`src/rtl/tmds_seq_pkg.sv`:
```
package tmds_seq_pkg;

    typedef enum logic [2:0] {
        PH_CTRL,
        PH_PRE,
        PH_VGB,
        PH_VID,
        PH_ILGB,
        PH_ISL,
        PH_ITGB
    } phase_e;

    typedef enum logic [1:0] {
        CLS_CTRL  = 2'd0,
        CLS_GUARD = 2'd1,
        CLS_VIDEO = 2'd2,
        CLS_TERC4 = 2'd3
    } sym_cls_e;

    localparam int PRE_LEN   = 8;
    localparam int GB_LEN    = 2;
    localparam int PKT_CHARS = 32;

endpackage

```
`src/rtl/tmds_req_slot.sv`:
```
module tmds_req_slot #(
    parameter int LEN_W = 6
) (
    input  logic             clk,
    input  logic             rst_n,
    input  logic             req_valid,
    input  logic             req_island,
    input  logic [LEN_W-1:0] req_len,
    input  logic             take,
    output logic             ready,
    output logic             pend,
    output logic             pend_island,
    output logic [LEN_W-1:0] pend_len
);

    typedef struct packed {
        logic             full;
        logic             island;
        logic [LEN_W-1:0] len;
    } slot_t;

    slot_t s_d, s_q;

    always_comb begin
        s_d = s_q;
        if (take) begin
            s_d.full = 1'b0;
        end
        if (req_valid && !s_q.full) begin
            s_d.full   = 1'b1;
            s_d.island = req_island;
            s_d.len    = req_len;
        end
    end

    always_ff @(posedge clk or negedge rst_n) begin
        if (!rst_n) s_q <= '0;
        else        s_q <= s_d;
    end

    assign ready       = !s_q.full;
    assign pend        = s_q.full;
    assign pend_island = s_q.island;
    assign pend_len    = s_q.len;

    AST_HOLD_REQ: assert property (@(posedge clk) disable iff (!rst_n)
        (s_q.full && !take) |=> (s_q.full && $stable(s_q.len) && $stable(s_q.island)));

endmodule

```
`src/rtl/tmds_period_fsm.sv`:
```
module tmds_period_fsm
    import tmds_seq_pkg::*;
#(
    parameter int LEN_W   = 6,
    parameter int CTL_MIN = 4
) (
    input  logic             clk,
    input  logic             rst_n,
    input  logic             pend,
    input  logic             pend_island,
    input  logic [LEN_W-1:0] pend_len,
    output logic             take,
    output phase_e           phase,
    output logic [4:0]       pkt_pos,
    output logic             is_island
);

    localparam int CNT_W = LEN_W + 5;
    localparam int CC_W  = $clog2(CTL_MIN + 1);
    localparam logic [CC_W-1:0] CC_LAST = CC_W'(CTL_MIN - 1);

    typedef struct packed {
        phase_e           phase;
        logic [CNT_W-1:0] cnt;
        logic [CC_W-1:0]  ctl_run;
        logic             island;
        logic [LEN_W-1:0] len;
    } fsm_t;

    fsm_t f_d, f_q;

    always_comb begin
        f_d  = f_q;
        take = 1'b0;
        f_d.cnt = f_q.cnt + CNT_W'(1);
        unique case (f_q.phase)
            PH_CTRL: begin
                f_d.cnt = '0;
                if (f_q.ctl_run != CC_LAST) f_d.ctl_run = f_q.ctl_run + CC_W'(1);
                if (pend && f_q.ctl_run == CC_LAST) begin
                    take       = 1'b1;
                    f_d.phase  = PH_PRE;
                    f_d.island = pend_island;
                    f_d.len    = pend_len;
                end
            end
            PH_PRE: if (f_q.cnt == CNT_W'(PRE_LEN - 1)) begin
                f_d.phase = f_q.island ? PH_ILGB : PH_VGB;
                f_d.cnt   = '0;
            end
            PH_VGB: if (f_q.cnt == CNT_W'(GB_LEN - 1)) begin
                f_d.phase = PH_VID;
                f_d.cnt   = '0;
            end
            PH_VID: if (f_q.cnt == CNT_W'(f_q.len)) begin
                f_d.phase   = PH_CTRL;
                f_d.cnt     = '0;
                f_d.ctl_run = '0;
            end
            PH_ILGB: if (f_q.cnt == CNT_W'(GB_LEN - 1)) begin
                f_d.phase = PH_ISL;
                f_d.cnt   = '0;
            end
            PH_ISL: if (f_q.cnt == {f_q.len, 5'h1f}) begin
                f_d.phase = PH_ITGB;
                f_d.cnt   = '0;
            end
            PH_ITGB: if (f_q.cnt == CNT_W'(GB_LEN - 1)) begin
                f_d.phase   = PH_CTRL;
                f_d.cnt     = '0;
                f_d.ctl_run = '0;
            end
            default: begin
                f_d.phase = PH_CTRL;
                f_d.cnt   = '0;
            end
        endcase
    end

    always_ff @(posedge clk or negedge rst_n) begin
        if (!rst_n) f_q <= '{phase: PH_CTRL, cnt: '0, ctl_run: '0, island: 1'b0, len: '0};
        else        f_q <= f_d;
    end

    assign phase     = f_q.phase;
    assign pkt_pos   = f_q.cnt[4:0];
    assign is_island = f_q.island;

    AST_PRE_TO_GUARD: assert property (@(posedge clk) disable iff (!rst_n)
        (f_q.phase == PH_PRE && f_q.cnt == CNT_W'(PRE_LEN - 1)) |=> (f_q.phase inside {PH_VGB, PH_ILGB}));
    AST_PRE_KIND_STABLE: assert property (@(posedge clk) disable iff (!rst_n)
        (f_q.phase == PH_PRE && f_q.cnt != '0) |-> $stable(f_q.island));

endmodule

```
`src/rtl/tmds_sym_map.sv`:
```
module tmds_sym_map
    import tmds_seq_pkg::*;
(
    input  phase_e      phase,
    input  logic [4:0]  pkt_pos,
    input  logic        is_island,
    input  logic        hsync,
    input  logic        vsync,
    input  logic [23:0] pix_data,
    input  logic        pkt_hdr_bit,
    input  logic [7:0]  pkt_data,
    output logic [5:0]  sym_cls,
    output logic [23:0] sym_bits,
    output logic        pix_take,
    output logic        pkt_take
);

    sym_cls_e   c0, c1, c2;
    logic [7:0] b0, b1, b2;

    always_comb begin
        c0 = CLS_CTRL;  c1 = CLS_CTRL;  c2 = CLS_CTRL;
        b0 = {6'b0, vsync, hsync};
        b1 = 8'h00;
        b2 = 8'h00;
        pix_take = 1'b0;
        pkt_take = 1'b0;
        unique case (phase)
            PH_PRE: begin
                b1 = 8'h01;
                b2 = {7'b0, is_island};
            end
            PH_VGB: begin
                c0 = CLS_GUARD; c1 = CLS_GUARD; c2 = CLS_GUARD;
                b0 = 8'h00;
            end
            PH_VID: begin
                c0 = CLS_VIDEO; c1 = CLS_VIDEO; c2 = CLS_VIDEO;
                b0 = pix_data[7:0];
                b1 = pix_data[15:8];
                b2 = pix_data[23:16];
                pix_take = 1'b1;
            end
            PH_ILGB, PH_ITGB: begin
                c0 = CLS_TERC4; c1 = CLS_GUARD; c2 = CLS_GUARD;
                b0 = {4'b0, 2'b11, vsync, hsync};
            end
            PH_ISL: begin
                c0 = CLS_TERC4; c1 = CLS_TERC4; c2 = CLS_TERC4;
                b0 = {4'b0, (pkt_pos != 5'd0), pkt_hdr_bit, vsync, hsync};
                b1 = {4'b0, pkt_data[3:0]};
                b2 = {4'b0, pkt_data[7:4]};
                pkt_take = 1'b1;
            end
            default: ;
        endcase
        sym_cls  = {c2, c1, c0};
        sym_bits = {b2, b1, b0};
    end

endmodule

```
`src/rtl/tmds_period_seq.sv`:
```
module tmds_period_seq
    import tmds_seq_pkg::*;
#(
    parameter int LEN_W   = 6,
    parameter int CTL_MIN = 4
) (
    input  logic             clk,
    input  logic             rst_n,
    input  logic             hsync,
    input  logic             vsync,
    input  logic             req_valid,
    input  logic             req_island,
    input  logic [LEN_W-1:0] req_len,
    output logic             req_ready,
    output logic             busy,
    input  logic [23:0]      pix_data,
    output logic             pix_take,
    input  logic             pkt_hdr_bit,
    input  logic [7:0]       pkt_data,
    output logic             pkt_take,
    output logic [5:0]       sym_cls,
    output logic [23:0]      sym_bits
);

    logic             take, pend, pend_island, is_island;
    logic [LEN_W-1:0] pend_len;
    logic [4:0]       pkt_pos;
    phase_e           phase;

    tmds_req_slot #(.LEN_W(LEN_W)) u_slot (
        .clk(clk), .rst_n(rst_n),
        .req_valid(req_valid), .req_island(req_island), .req_len(req_len),
        .take(take), .ready(req_ready),
        .pend(pend), .pend_island(pend_island), .pend_len(pend_len)
    );

    tmds_period_fsm #(.LEN_W(LEN_W), .CTL_MIN(CTL_MIN)) u_fsm (
        .clk(clk), .rst_n(rst_n),
        .pend(pend), .pend_island(pend_island), .pend_len(pend_len),
        .take(take), .phase(phase), .pkt_pos(pkt_pos), .is_island(is_island)
    );

    tmds_sym_map u_map (
        .phase(phase), .pkt_pos(pkt_pos), .is_island(is_island),
        .hsync(hsync), .vsync(vsync),
        .pix_data(pix_data), .pkt_hdr_bit(pkt_hdr_bit), .pkt_data(pkt_data),
        .sym_cls(sym_cls), .sym_bits(sym_bits),
        .pix_take(pix_take), .pkt_take(pkt_take)
    );

    assign busy = pend || (phase != PH_CTRL);

    AST_CTL_GAP: assert property (@(posedge clk) disable iff (!rst_n)
        ($past(sym_cls[1:0]) != CLS_CTRL && sym_cls[1:0] == CLS_CTRL) |-> (sym_bits[23:8] == 16'h0));
    AST_PIX_ONLY_VIDEO: assert property (@(posedge clk) disable iff (!rst_n)
        pix_take |-> (sym_cls == {CLS_VIDEO, CLS_VIDEO, CLS_VIDEO}));
    AST_GUARD_BEFORE_VIDEO: assert property (@(posedge clk) disable iff (!rst_n)
        $rose(pix_take) |-> ($past(sym_cls[3:2]) == CLS_GUARD));
    AST_PKT_TERC4: assert property (@(posedge clk) disable iff (!rst_n)
        pkt_take |-> (sym_cls == {CLS_TERC4, CLS_TERC4, CLS_TERC4}));
    AST_HELD_IS_BUSY: assert property (@(posedge clk) disable iff (!rst_n)
        !req_ready |-> busy);

endmodule

```
`config.mk`:
```
export PLATFORM = sky130hd
export DESIGN_NAME = tmds_period_seq
export DESIGN_NICKNAME = d
export VERILOG_FILES = /design/src/rtl/tmds_seq_pkg.sv /design/src/rtl/tmds_req_slot.sv /design/src/rtl/tmds_period_fsm.sv /design/src/rtl/tmds_sym_map.sv /design/src/rtl/tmds_period_seq.sv
export SDC_FILE = /design/constraint.sdc
export NUM_CORES = 1
export LEC_CHECK = 0
export BUFFER_PORTS_ARGS = -buffer_cell sky130_fd_sc_hd__buf_2
export CORE_MARGIN = 2
export CORE_UTILIZATION = 25
export DETAILED_ROUTE_END_ITERATION = 10
export GPL_ROUTABILITY_DRIVEN = 0
export HOLD_SLACK_MARGIN = 0.08
export PLACE_DENSITY = 0.45
export SETUP_SLACK_MARGIN = 0.4
export SKIP_CTS_REPAIR_TIMING = 1
export SYNTH_ARGS = -nofsm -noshare
export SYNTH_HDL_FRONTEND = slang
export SYNTH_SLANG_ARGS = --single-unit
export TNS_END_PERCENT = 1
```
`constraint.sdc`:
```
create_clock -name clk -period 2.85 [get_ports clk]
set_clock_uncertainty 0.2 [all_clocks]
set_input_delay 0.285 -clock clk [delete_from_list [all_inputs] [get_ports clk]]
set_output_delay 0.285 -clock clk [all_outputs]
set_load 0.005 [all_outputs]
```
== Word level (Yosys, flattened, before mapping) ==
Cells that the tools add are included.
Storage, ports and cells
  word-level logic and storage cells: 67
  output and inout bits: 34
  bits in registers: 32
Cells by class
  multiplexer cells: 22
  add/subtract/negate cells: 2
  equal/unequal tests: 20
  reduce and logical (&&, ||, !) cells: 15
Operators with widths (number)
  14-bit case mux with 7 select lines: 1
  14-bit 2-to-1 mux: 4
  8-bit case mux with 3 select lines: 2
  17-bit 2-to-1 mux: 2
  8-bit case mux with 4 select lines: 1
  2-bit by 1-bit != test with 1-bit output, second input constant: 8
  2-bit case mux with 3 select lines: 2
  11-bit by 1-bit adder with 11-bit output, second input constant: 1
  11-bit by 1-bit == test with 1-bit output, second input constant: 1
  11-bit == test: 1
  11-bit by 3-bit == test with 1-bit output, second input constant: 1
  11-bit by 6-bit == test with 1-bit output: 1
  3-bit by 2-bit == test with 1-bit output, second input constant: 3
  3-bit == test, second input constant: 3
  3-bit 2-to-1 mux: 3
  3-bit case mux with 3 select lines: 1
  8-bit 2-to-1 mux: 1
  7-bit AND reduction: 1
  3-bit nonzero test: 2
  3-bit OR reduction: 2
  1-bit 2-to-1 mux: 5
  5-bit nonzero test: 1
  4-bit AND reduction: 1
  3-bit by 1-bit adder with 3-bit output, second input constant: 1
  other kinds (9): 10

== Longest topological paths before layout ==
Gate-level depths: netlist of run 1.
  depth after elaboration: 6
  gate-level depth with buffers: 7
  depth with buffers taken out: 7

== Modules after synthesis ==
A second synthesis of run 1 with hierarchy kept.
Second synthesis, totals
  cells, all modules: 223
  area, all modules: 2123.3 um^2
By module, submodules not included
  tmds_period_fsm: instances 1, seq. area each 600.6 um^2, area each 1433.9 um^2, cells an instance 151
  tmds_sym_map: instances 1, seq. area each 0.0 um^2, area each 347.8 um^2, cells an instance 52
  tmds_req_slot: instances 1, seq. area each 200.2 um^2, area each 334.1 um^2, cells an instance 19
  tmds_period_seq: instances 1, seq. area each 0.0 um^2, area each 7.5 um^2, cells an instance 1

== Least setup slack after synthesis of run 1 ==
OpenSTA, ideal clock, no wires.
  path kind: register to register
  start point: register u_fsm.f_q[7] in the netlist's numbering
  end point: register u_fsm.f_q[7] in the netlist's numbering
  path slack: 0.775 ns
  buffers on the path: 0
  data arrival time: 1.799 ns
  clock period less this slack: 2.075 ns
  required time: 2.574 ns
  cell stages (with the launch flop): 8
  setup time: 0.076 ns
  cell sequence: dfrtp_1 ha_1 ha_1 or3_1 a21oi_1 a31oi_2 or3_1 o21ai_1
On the way
  cells in the longest elaborated chain, start to end: 3
RTL lines
  start: declaration: RTL line tmds_period_fsm.sv:30  | fsm_t f_d, f_q;
  start signal: assignment: RTL line tmds_period_fsm.sv:81  | if (!rst_n) f_q <= '{phase: PH_CTRL, cnt: '0, ctl_run: '0, island: 1'b0, len: '0};
  3-bit by 1-bit adder with 3-bit output / 3-bit by 2-bit != test with 1-bit output (equally long branches): RTL line tmds_period_fsm.sv:39  | if (f_q.ctl_run != CC_LAST) f_d.ctl_run = f_q.ctl_run + CC_W'(1);
  3-bit 2-to-1 mux / 2-bit by 1-bit != test with 1-bit output (equally long branches)
  3-bit case mux with 3 select lines / 4-bit AND reduction (equally long branches)
Several ways; a longest one is shown, not always the timed one. The select of a mux whose other input is x is not followed.
A chain may end at the register's enable or synchronous reset.

== Final worst setup path of run 1 ==
  start point: register u_fsm.f_q, in the netlist u_fsm.phase[0]
  end point: output port sym_bits[3]
On the way
  cells in the longest elaborated chain, start to end: 3
RTL lines
  3-bit == test: RTL line tmds_sym_map.sv:28  | unique case (phase)
  2-bit OR reduction
  8-bit case mux with 4 select lines (*): RTL line tmds_sym_map.sv:28
  end: declaration: RTL line tmds_period_seq.sv:22  | output logic [23:0] sym_bits
Every way passes the cells marked *; elsewhere a longest branch is shown, timed or not.

==> impl_metrics.toml, run 1 <==
[critical_path]
cp_max_fo = 16
cp.arrival_ns = 1.79
crit_path_start_kind = "flop"
worstPathRequired_ns = 2.37
critical_path_class = "reg2out"
critical_path.endpoint_type = "output pin"

[global_route]
grt_max_degree = 33
antenna_found_initial = 0
grt_usage_pct = 11.04
grt_first_pass_wirelength_um = 7907
first_global_vias = 1628
globalRouteOverflowTotal = 0

[synth]
synthArstFlopShare_pct = 100.0
ys_seq_elements = 32
ys.flop_type = "dfrtp_1"
synthTopCellsByArea = "dfrtp_1 38%, xnor2_1 7.9%, mux2_2 7.5%"
avgSynthCellArea_um2 = 9.637
synth_edf_count = 0
syn_nets = 268
synth_cell_types = 49
yosys.area.top_type_share_pct = 38.12
syn-instance-count = 218
synth_top_area_cell = "dfrtp_1"
synth_area_mm2 = 0.002101
seq_area_frac_synth_pct = 38.12
yosysWarnings = 0

[timing]
timing.setup.tns_ns = 0
finalHoldViolations = 0
slew_headroom_pct = 51.98
hold_slack_ns = 0.2804
worst_pin_slew_ns = 0.7204
rsz0062_at_grt = "yes"
post-route-period-util_pct = 79.69
fmax_ghz = 0.4403
drv_slew = 0
min_period_ns = 2.271
setup_viol = 0

[power_and_ir_drop]
ir_worst_vdd_v = 0.0003056
leakage_nw = 1.341
power.density_mw_per_mm2 = 742.4

[floorplan]
die_w_um = 95.67
dieArea_mm2 = 0.009153
core_area_mm2 = 0.008175
io_pins = 79
num_rows = 33
die_y_um = 95.67
start_util_pct = 25.70

[detailed_routing]
route.vias.total = 1889
initialDrtViolationCount = 46
wl_per_cell_um = 12.62
wirelength_um = 5112
dr.pass1.iters = 4
drc = 0
vias_per_cell = 4.664
drt.antenna.violating_nets = 0

[clock_tree]
cts_buffers = 5
cts_tree = "built"
clk_latency_ns = 0.28
cts_sinks = 32
htreeDepth = 2
cts_buffer_depth = 2
clk_pin_slew_ns = 0.07
clk_root_buffer_cell = "clkbuf_8"

[worst_hold_path]
hold_path_class = "reg2reg"

[placement]
io_buffers = 78
place_hpwl_um = 3900

[final_layout]
fin_nets = 349
antenna_cells = 0
drive_above_1_share_pct = 38.00
area_delta_synth_final_pct = 32.28

[outcome]
status = "finished clean"

[job]
maxCapViolCount = 0
worst max-delay path: stages, from the launching register on:
cell	delay, ns
dfrtp_1	0.63
nand2_1	0.21
nor2_2	0.21
buf_4	0.20
a22o_1	0.14
buf_2	0.11
sequential cells by signal (all words and copies together), names as in the netlist:
name and count:
u_fsm.phase 3, u_slot.pend_island 1, u_fsm.pkt_pos 5, u_slot.pend_len 6, u_fsm.f_q 15, u_slot.pend 1, u_fsm.is_island 1
cells by family (layout without fill, tap and decap cells):
group | count (synthesis) | after routing | share of synthesized area (%)
and+or+nand+nor | 79 | 79 | 22.34
adders and majority gates | 5 | 5 | 2.978
xor gates and xnor gates | 22 | 22 | 9.172
buffers and inverters | 25 | 107 | 5.837
DFF | 32 | 32 | 38.12
muxes | 15 | 15 | 7.981
AOI/OAI and AO/OA | 40 | 40 | 13.58
per-layer routing:
layer / vias up / track usage, % / routed length (um)
met5: - / 0 / 0
met4: 0 / 3.214 / 59
met3: 6 / 2.451 / 324
met2: 62 / 18.41 / 2419
met1: 883 / 14.29 / 2309
li1: 938 / - / -
report_power, final:
group / internal, mW / switching [mW]
Clock: 0.308 / 0.171
Sequential: 0.608 / 0.172
Combinational: 0.442 / 0.362
Total: 1.36 / 0.705
stage by stage:
| step | setup slack [ns] | utilization [%] | std cells | area, um^2 | power, mW |
|---|---|---|---|---|---|
| 3_5_place_dp | 0.6013 | 31.31 | 388 | 2560 | 1.595 |
| 2_1_floorplan | 0.7745 | - | 218 | 2101 | 1.364 |
| 6_report | 0.5789 | 33.99 | 405 | 2779 | 2.063 |
| 4_1_cts | 0.5150 | 32.86 | 396 | 2686 | 2.085 |
| 5_1_grt | 0.3995 | 33.99 | 405 | 2779 | 2.250 |
| 3_3_place_gp | 0.5929 | 31.31 | 388 | 2560 | 1.594 |
placed cells by master, fill, tap and decap left out, drive strengths merged, types with 2 or more instances in the layout:
cell	count
dlygate4sd3	9
and3	14
buf	82
xor2	3
nor2	19
nor3	5
clkbuf	7
a21oi	3
o41ai	2
o21ai	14
dfrtp	32
nor3b	2
a31oi	3
nand3	4
or3	2
inv	7
nand4	5
o21a	2
nand2	14
a21boi	3
ha	5
nor2b	3
xnor2	19
a22o	8
and4	2
mux2	14
area by class of cell:
class,instances,area [um^2]
sequential,32,800.8
timing repair buffer,91,510.5
multi-input combinational,161,1180
fill,867,5396
clock buffer,7,96.34
inverter,8,30.03
clock inverter,1,30.03
tap,105,131.4
synthesized netlist by cell type (7+ instances only):
cell,instances
mux2_2,14
inv_1,7
a22o_1,8
dfrtp_1,32
nor2_1,18
nand2_1,14
xnor2_1,19
o21ai_0,13
clkbuf_1,7
and3_1,13
path summary, 6_finish.rpt:
check	from	end	slack [ns]	depth (start not counted)
worst min register to register	u_fsm.f_q[7]	u_fsm.f_q[7]	0.28	1
worst min-delay path	u_fsm.f_q[7]	u_fsm.f_q[7]	0.28	1
min in group asynchronous	rst_n	u_fsm.pkt_pos[0]	0.40	2
worst max register to register	u_fsm.pkt_pos[0]	u_fsm.f_q[18]	0.60	6
max in group asynchronous	rst_n	u_fsm.phase[0]	1.59	2
worst max-delay path	u_fsm.phase[0]	sym_bits[3]	0.58	5
Power figures use the tool's default switching activity.
==> inputs of run 2 (changes only) <==
==> constraint.sdc (replaced) <==
create_clock -name clk -period 2.2 [get_ports clk]
set_clock_uncertainty 0.2 [all_clocks]
set_input_delay 0.22 -clock clk [delete_from_list [all_inputs] [get_ports clk]]
set_output_delay 0.22 -clock clk [all_outputs]
set_load 0.005 [all_outputs]
==> run 2 against run 1 <==
  * Setup slack lost 0.43 ns
  * Sequential share of layout area down 2.0 points
  * Critical path depth rose by 2
  * Via count increased by 1.2%
  * Design area rose by 8.3%
  * First-iteration DRC count rose by 8.7%
  * Power increased by 39%
  * Global-route usage increased by 0.95 points
  * Sequential power is 28% higher
  * Worst hold slack gained 0.019 ns
  * Non-clock buffer count grew 19
  * Clock power rose by 16%
==> impl_metrics.toml, run 2 (synthesis gave the netlist of run 1 again) <==
[critical_path]
critical_path.top_delay_family = "simple AND/OR/NAND/NOR gates"
crit_path_start_kind = "flop"
critical_path.endpoint_type = "flop"
crit_chain = "ha_2 > ha_2 > or3_1 > a21oi_2 > a31oi_4 > or3_1 > o21ai_1"
cp_max_fo = 6
cp.arrival_ns = 2.07
worst_path_max_delay_cell = "dfrtp_1"
worstPathRequired_ns = 2.21
critical_path_class = "reg2reg"
cp_num_buf_inv = 0
cp_slowest_stage_delay_ns = 0.40

[global_route]
grt_first_pass_wirelength_um = 8480
first_global_vias = 1719
globalRouteOverflowTotal = 0
grt_usage_pct = 11.99
antenna_found_initial = 0
grt_max_degree = 33

[floorplan]
io_pins = 79
num_rows = 33
start_util_pct = 25.70
die_y_um = 95.67
dieArea_mm2 = 0.009153
core_area_mm2 = 0.008175
die_w_um = 95.67

[detailed_routing]
drc = 0
route.vias.total = 1912
wl_per_cell_um = 12.93
initialDrtViolationCount = 50
vias_per_cell = 4.509
wirelength_um = 5481
drt.antenna.violating_nets = 0
dr.pass1.iters = 4

[timing]
setup_viol = 0
setup_ws_ns = 0.1480
min_period_ns = 2.052
fmax_ghz = 0.4873
drv_slew = 0
rsz0062_at_grt = "yes"
slew_headroom_pct = 50.36
worst_pin_slew_ns = 0.7446
finalHoldViolations = 0
post-route-period-util_pct = 93.27
hold_slack_ns = 0.2993

[final_layout]
fin_cells = 424
fillers = 845
drive_above_1_share_pct = 45.77
top_register = "u_fsm.f_q"
area_delta_synth_final_pct = 43.24
final_common_cell = "buf_2"
final_cell_mix = "78 x buf_2, 26 x dfrtp_1, 21 x buf_4"
antenna_cells = 0
fin_nets = 368
largest_register_ffs = 15

[power_and_ir_drop]
swShare_pct = 34.74
p_sw_mw = 0.9949
p_comb_share_pct = 45.4
leakage_nw = 1.443
ir_worst_vdd_v = 0.0003954
power.density_mw_per_mm2 = 951.8
seqPwrFrac_pct = 35.1
clkPwrFrac_pct = 19.5
p_int_mw = 1.869

[worst_hold_path]
hold_path_class = "reg2reg"

[clock_tree]
cts_sinks = 32
clk_pin_slew_ns = 0.07
htreeDepth = 2
clk_latency_ns = 0.29
clk_root_buffer_cell = "clkbuf_8"
cts_buffer_depth = 2
cts_buffers = 5
cts_tree = "built"

[placement]
io_buffers = 78
dp_slack_ns = 0.1066
place_hpwl_um = 4147
dp.cells = 402

[outcome]
status = "finished clean"

[job]
maxCapViolCount = 0
run 2: path summary, 6_finish.rpt:
| kind | start | endpoint | slack [ns] | cells past startpoint |
|---|---|---|---|---|
| hold reg to reg | u_fsm.f_q[7] | u_fsm.f_q[7] | 0.30 | 1 |
| setup reg to reg | u_fsm.f_q[7] | u_fsm.f_q[7] | 0.15 | 7 |
| min in group asynchronous | rst_n | u_fsm.f_q[15] | 0.33 | 2 |
| setup / recovery | u_fsm.f_q[7] | u_fsm.f_q[7] | 0.15 | 7 |
| hold / removal | u_fsm.f_q[7] | u_fsm.f_q[7] | 0.30 | 1 |
| max in group asynchronous | rst_n | u_fsm.phase[0] | 0.95 | 2 |
run 2: final cells by class:
class / instances / area [um^2] / area share [%]
clock buffer: 6 / 72.57 / 2.412
multi-input combinational: 161 / 1254 / 41.66
clock inverter: 2 / 35.03 / 1.164
sequential: 32 / 808.3 / 26.86
timing repair buffer: 110 / 678.2 / 22.54
tap: 105 / 131.4 / 4.366
inverter: 8 / 30.03 / 0.9979
run 2: stage by stage:
stage	power (mW)	TNS, ns	area [um^2]	util [%]
detailed placement	2.235	0	2706	33.10
finish	2.864	0	3009	36.81
global placement	2.227	0	2706	33.10
global route	3.103	0	3009	36.81
floorplan	1.776	0	2117	-
CTS	2.810	-0.01184	2814	34.42
run 2: power groups by stage:
stage,clock network [mW],logic (mW),registers (mW)
floorplan,0,0.857,0.918
detailed placement,0,1.23,1.01
global placement,0,1.22,1.01
finish,0.558,1.30,1.00
CTS,0.577,1.23,0.998
global route,0.605,1.46,1.04
run 2: metal layers:
| layer | vias to the layer above | global-route usage [%] | wire length, um |
|---|---|---|---|
| met3 | 6 | 2.372 | 285 |
| li1 | 968 | - | - |
| met5 | - | 0 | 0 |
| met4 | 0 | 3.929 | 72 |
| met2 | 55 | 19.87 | 2630 |
| met1 | 883 | 15.61 | 2492 |
run 2: worst reg2reg max path, delay by kind of cell (launching register included):
kind | cells | cell delay [ns]
simple gates | 2 | 0.64
fa+ha+maj | 2 | 0.37
compound gates | 3 | 0.38
flops | 1 | 0.40
